<file path="src/rtl/pm_irq_pkg.sv">
package pm_irq_pkg;
  localparam int PM_NUM_ST = 4;
  localparam int PM_ST_W   = $clog2(PM_NUM_ST);

  typedef enum logic [PM_ST_W-1:0] {
    PS_D0 = 2'd0,
    PS_D1 = 2'd1,
    PS_D2 = 2'd2,
    PS_D3 = 2'd3
  } pstate_e;
endpackage

</file>
<file path="src/rtl/pm_rst_sync.sv">
module pm_rst_sync #(
  parameter int STAGES = 2
) (
  input  logic clk,
  input  logic rst_n_i,
  output logic rst_n_o
);
  logic [STAGES-1:0] sync_q;

  always_ff @(posedge clk or negedge rst_n_i) begin
    if (!rst_n_i) sync_q <= '0;
    else          sync_q <= {sync_q[STAGES-2:0], 1'b1};
  end

  assign rst_n_o = sync_q[STAGES-1];
endmodule

</file>
<file path="src/rtl/pm_state_track.sv">
module pm_state_track
  import pm_irq_pkg::*;
#(
  parameter int NS = PM_NUM_ST,
  parameter int SW = PM_ST_W
) (
  input  logic          clk,
  input  logic          rst_n,
  input  logic          wr_en,
  input  logic [SW-1:0] wr_data,
  output logic [SW-1:0] state_o,
  output logic [NS-1:0] event_o
);
  logic [SW-1:0] state_q, state_d;

  // next-state process
  always_comb begin
    state_d = state_q;
    if (wr_en) state_d = wr_data;
  end

  // register process
  always_ff @(posedge clk or negedge rst_n) begin
    if (!rst_n)     state_q <= SW'(PS_D0);
    else if (wr_en) state_q <= state_d;
  end

  // Transition qualification: entering D0 counts from any other state;
  // entering Dk (k>0) counts only from a lower-numbered state.
  for (genvar k = 0; k < NS; k++) begin : g_qual
    if (k == 0) begin : g_wake
      assign event_o[k] = wr_en && (wr_data == SW'(k)) && (state_q != SW'(k));
    end else begin : g_deeper
      assign event_o[k] = wr_en && (wr_data == SW'(k)) && (state_q < SW'(k));
    end
  end

  assign state_o = state_q;

  // at most one target state per write
  assert_single_event_R7: assert property (@(posedge clk) disable iff (!rst_n)
    $onehot0(event_o));
endmodule

</file>
<file path="src/rtl/pm_irq_status.sv">
module pm_irq_status #(
  parameter int NS = 4
) (
  input  logic          clk,
  input  logic          rst_n,
  input  logic [NS-1:0] event_i,
  input  logic          clr_en,
  input  logic [NS-1:0] clr_bits,
  input  logic          msk_we,
  input  logic [NS-1:0] msk_wd,
  output logic [NS-1:0] sts_o,
  output logic [NS-1:0] msk_o,
  output logic          irq_o
);
  logic [NS-1:0] sts_q, sts_d, msk_q, msk_d, clr_mask;
  logic          sts_en;

  assign clr_mask = clr_en ? clr_bits : '0;
  assign sts_en   = clr_en || (|event_i);

  // next-state process: event has priority over clear
  always_comb begin
    sts_d = (sts_q & ~clr_mask) | event_i;
    msk_d = msk_we ? msk_wd : msk_q;
  end

  always_ff @(posedge clk or negedge rst_n) begin
    if (!rst_n) begin
      sts_q <= '0;
      msk_q <= '1;
    end else begin
      if (sts_en) sts_q <= sts_d;
      if (msk_we) msk_q <= msk_d;
    end
  end

  assign irq_o = |(sts_q & ~msk_q);
  assign sts_o = sts_q;
  assign msk_o = msk_q;

  assert_event_wins_R9: assert property (@(posedge clk) disable iff (!rst_n)
    (|event_i) |=> ((sts_q & $past(event_i)) == $past(event_i)));

  assert_sticky_R8: assert property (@(posedge clk) disable iff (!rst_n)
    1'b1 |=> ((sts_q & $past(sts_q & ~clr_mask)) == $past(sts_q & ~clr_mask)));

  assert_all_masked_quiet_R10: assert property (@(posedge clk) disable iff (!rst_n)
    (&msk_q) |-> !irq_o);
endmodule

</file>
<file path="src/rtl/pm_state_irq_top.sv">
module pm_state_irq_top
  import pm_irq_pkg::*;
#(
  parameter int NS = PM_NUM_ST,
  parameter int SW = PM_ST_W,
  parameter int SYNC_STAGES = 2
) (
  input  logic          clk,
  input  logic          rst_n,
  input  logic          st_wr_en,
  input  logic [SW-1:0] st_wr_data,
  output logic [SW-1:0] state_o,
  input  logic          sts_clr_en,
  input  logic [NS-1:0] sts_clr_bits,
  input  logic          msk_wr_en,
  input  logic [NS-1:0] msk_wr_data,
  output logic [NS-1:0] sts_o,
  output logic [NS-1:0] msk_o,
  output logic          irq_o,
  output logic          quiesce_o
);
  localparam int DEEP = NS - 1;

  logic          rst_q_n;
  logic [NS-1:0] ev;

  pm_rst_sync #(.STAGES(SYNC_STAGES)) u_rst (
    .clk(clk), .rst_n_i(rst_n), .rst_n_o(rst_q_n));

  pm_state_track #(.NS(NS), .SW(SW)) u_track (
    .clk(clk), .rst_n(rst_q_n), .wr_en(st_wr_en), .wr_data(st_wr_data),
    .state_o(state_o), .event_o(ev));

  pm_irq_status #(.NS(NS)) u_sts (
    .clk(clk), .rst_n(rst_q_n), .event_i(ev),
    .clr_en(sts_clr_en), .clr_bits(sts_clr_bits),
    .msk_we(msk_wr_en), .msk_wd(msk_wr_data),
    .sts_o(sts_o), .msk_o(msk_o), .irq_o(irq_o));

  assign quiesce_o = sts_o[DEEP] || (state_o == SW'(DEEP));

  assert_state_follows_write_R2: assert property (@(posedge clk) disable iff (!rst_q_n)
    st_wr_en |=> (state_o == $past(st_wr_data)));

  assert_wake_source_R3: assert property (@(posedge clk) disable iff (!rst_q_n)
    $rose(sts_o[0]) |-> ($past(state_o) != SW'(PS_D0)) && (state_o == SW'(PS_D0)));

  assert_d1_from_d0_R4: assert property (@(posedge clk) disable iff (!rst_q_n)
    $rose(sts_o[1]) |-> ($past(state_o) == SW'(PS_D0)));

  assert_quiesce_R11: assert property (@(posedge clk) disable iff (!rst_q_n)
    sts_o[DEEP] |-> quiesce_o);
endmodule

</file>
<file path="config.mk">
export PLATFORM = sky130hd
export DESIGN_NAME = pm_state_irq_top
export DESIGN_NICKNAME = d
export VERILOG_FILES = /design/src/rtl/pm_irq_pkg.sv /design/src/rtl/pm_rst_sync.sv /design/src/rtl/pm_state_track.sv /design/src/rtl/pm_irq_status.sv /design/src/rtl/pm_state_irq_top.sv
export SDC_FILE = /design/constraint.sdc
export NUM_CORES = 1
export LEC_CHECK = 0
export ABC_AREA = 1
export BUFFER_PORTS_ARGS = -buffer_cell sky130_fd_sc_hd__buf_2
export CORE_AREA = 8 8 45 47
export DETAILED_ROUTE_END_ITERATION = 12
export DIE_AREA = 0 0 53 55
export PLACE_DENSITY_LB_ADDON = 0.15
export SLEW_MARGIN = 0
export SYNTH_ARGS = -nofsm -noshare
export SYNTH_HDL_FRONTEND = slang
export SYNTH_SLANG_ARGS = --single-unit
export TNS_END_PERCENT = 5
</file>
<file path="constraint.sdc">
create_clock -name clk -period 2.42 [get_ports clk]
set_input_delay 0.363 -clock clk [delete_from_list [all_inputs] [get_ports clk]]
set_output_delay 0.363 -clock clk [all_outputs]
set_load 0.05 [all_outputs]
</file>
==> impl_metrics.json <==
{
  "rr_worst_depth": 2,
  "nNetsFinal": 112,
  "yosys.area_share.simple_pct": 25.8,
  "post_dp_cell_area_um2": 664,
  "ys_seq_area_share_pct": 59.4,
  "worstPathRequired_ns": 2.06,
  "clk_latency_ns": 0.27,
  "path_clk_slew_ns": 0.07,
  "drt-initial-drc-count": 6,
  "worst_clock_skew_ns": 0.00197,
  "synthMuxAreaShare_pct": 0,
  "grt_usage_pct": 8.45,
  "ys_warn_count": 0,
  "dp_hpwl_um": 970,
  "fin_tns_setup_ns": 0,
  "use_met3_pct": 3.21,
  "crit_path_start_kind": "flop",
  "remaining_drc_errors": 0,
  "ir_drop_v": 0.000302,
  "drt_pass1_iterations": 4,
  "gr-max-usage-layer": "met2",
  "htree_levels": 1,
  "core-area_um2": 1380,
  "vias": 480,
  "ys_types": 9,
  "maxSlewViolCount": 0,
  "synth_seq_cells": 12,
  "die-area_um2": 2920,
  "hold_violations": 0,
  "p_leak_uw": 0.000417,
  "synth_compound_area_share_pct": 6.81,
  "cts_tree": "built",
  "max_clock_freq_mhz": 633,
  "end_kind": "output pin",
  "routed_wl_um": 1150,
  "post-cts-setup-buffers": 0,
  "die_height_um": 55,
  "synth_top_family_by_area": "simple AND/OR/NAND/NOR gates",
  "vias_per_cell": 4.29,
  "io_buffers": 26,
  "clockBufferDepth": 2,
  "overflow": 0,
  "synth-xor-area-share_pct": 0,
  "drv_cap": 0,
  "outcome": "finished, final reports clean",
  "cts_resized": 0,
  "ant_nets": 0,
  "antenna_found_initial": 0,
  "drive_gt1_share_pct": 35.4,
  "met2_usage_pct": 13.5,
  "reg2reg_to": "u_sts.msk_o[2]",
  "cts_buffers": 3,
  "setup_viol": 0,
  "grt_start_max_net_pins": 11,
  "finish.instance_area_um2": 711,
  "area_delta_synth_final_pct": 38.2,
  "syn_area_per_cell_um2": 7.91,
  "path_class": "flop to output pin",
  "cts_root_buf": "clkbuf_4",
  "timing.final.crit_share_pct": 65.3,
  "crit-reg2reg-launch": "u_sts.msk_o[2]",
  "path_max_fanout": 2,
  "grtUsageMet1_pct": 9.87,
  "ios": 27,
  "initial_utilization_pct": 37.2,
  "grt_pass1_vias": 449,
  "rsz0062_at_grt": "false",
  "cts_sinks": 12,
  "globalplace.congestion": 0.729,
  "rows": 14,
  "ff2ff_setup_slack_ns": 1.61,
  "wl_per_cell_um": 10.2,
  "cp.arrival_ns": 1.22,
  "dieWidth_um": 53,
  "synthAdderAreaFrac_pct": 0,
  "synth_nets": 80,
  "worstHoldPathType": "flop to asynchronous set/reset pin",
  "cts_hold_buf": 1,
  "p_per_area_nw_per_um2": 790,
  "syn_area_um2": 514,
  "diodes": 0,
  "finalCriticalPeriod_ns": 1.58,
  "grt_pass1_wl_um": 1860,
  "syn_inst": 65
}
[worst max-delay path, cell delays in order (launching register included)]
cell and delay, ns:
dfstp_2 0.53, inv_1 0.04, nand2_1 0.05, nand2_1 0.05, inv_1 0.04, nand2_1 0.04, buf_2 0.20
[cells in the mapped netlist]
cell     instances  area share, %
conb_1           1           0.73
dfrtp_1          8             39
dfstp_2          4             20
inv_1           10            7.3
nand2_1         30             22
nand3_1          1           0.97
nor2_1           4            2.9
o21ai_0          6            5.8
o21ai_1          1           0.97
[kinds of logic after synthesis]
logic type      count (synthesis)
other cells                     1
simple gates                   35
buf+inv                        10
compound gates                  7
flops                          12
[worst max path at each step]
stage	end	startpoint	cells after the start
floorplan	irq_o	u_sts.msk_o[1]	5
global placement	irq_o	u_sts.msk_o[1]	6
detailed placement	irq_o	u_sts.msk_o[1]	6
CTS	irq_o	u_sts.msk_o[1]	6
global route	irq_o	u_sts.msk_o[1]	6
finish	irq_o	u_sts.msk_o[1]	6
[layer usage]
metal / share of wire [%] / up-vias
li1: - / 255
met1: 42 / 207
met2: 46 / 16
met3: 10 / 2
met4: 1.0 / 0
met5: 0 / -
[cells in the final DEF, fill, tap and decap left out]
cell type,count
buf_2,26
clkbuf_4,3
clkbuf_8,1
conb_1,1
dfrtp_1,8
dfstp_2,4
dlygate4sd3_1,1
inv_1,10
nand2_1,30
nand3_1,1
nor2_1,4
o21ai_0,6
o21ai_1,1
[registers in the layout, summed over array words and instances, names as in the netlist]
signal           flops
u_sts.sts_o          4
u_sts.msk_o          4
u_rst.sync_q         2
u_track.state_o      2
[layout make-up]
type	instances	area (um^2)
Clock buffer	4	36.3
Fill cell	137	673
Inverter	10	37.5
Multi-Input combinational cell	43	171
Sequential cell	12	305
Tap cell	16	20.0
Timing Repair Buffer	27	140
[power by group]
| part | switching [uW] | internal [uW] |
|---|---|---|
| Combinational | 125 | 40.5 |
| Sequential | 15.7 | 224 |
| Clock | 64.4 | 91.3 |
| Total | 205 | 356 |
[through the flow]
| stage | setup slack, ns | instances | utilization [%] | hold WS [ns] | power (uW) |
|---|---|---|---|---|---|
| 2_1_floorplan | 0.875 | 65 | - | 0.0674 | 363 |
| 3_3_place_gp | 1.13 | 107 | 48.0 | 0.148 | 409 |
| 3_5_place_dp | 1.12 | 107 | 48.0 | 0.151 | 411 |
| 4_1_cts | 0.828 | 112 | 51.4 | 0.181 | 568 |
| 5_1_grt | 0.776 | 112 | 51.4 | 0.212 | 588 |
| 6_report | 0.840 | 112 | 51.4 | 0.163 | 561 |
No activity file was read; power rests on OpenSTA's default activity.
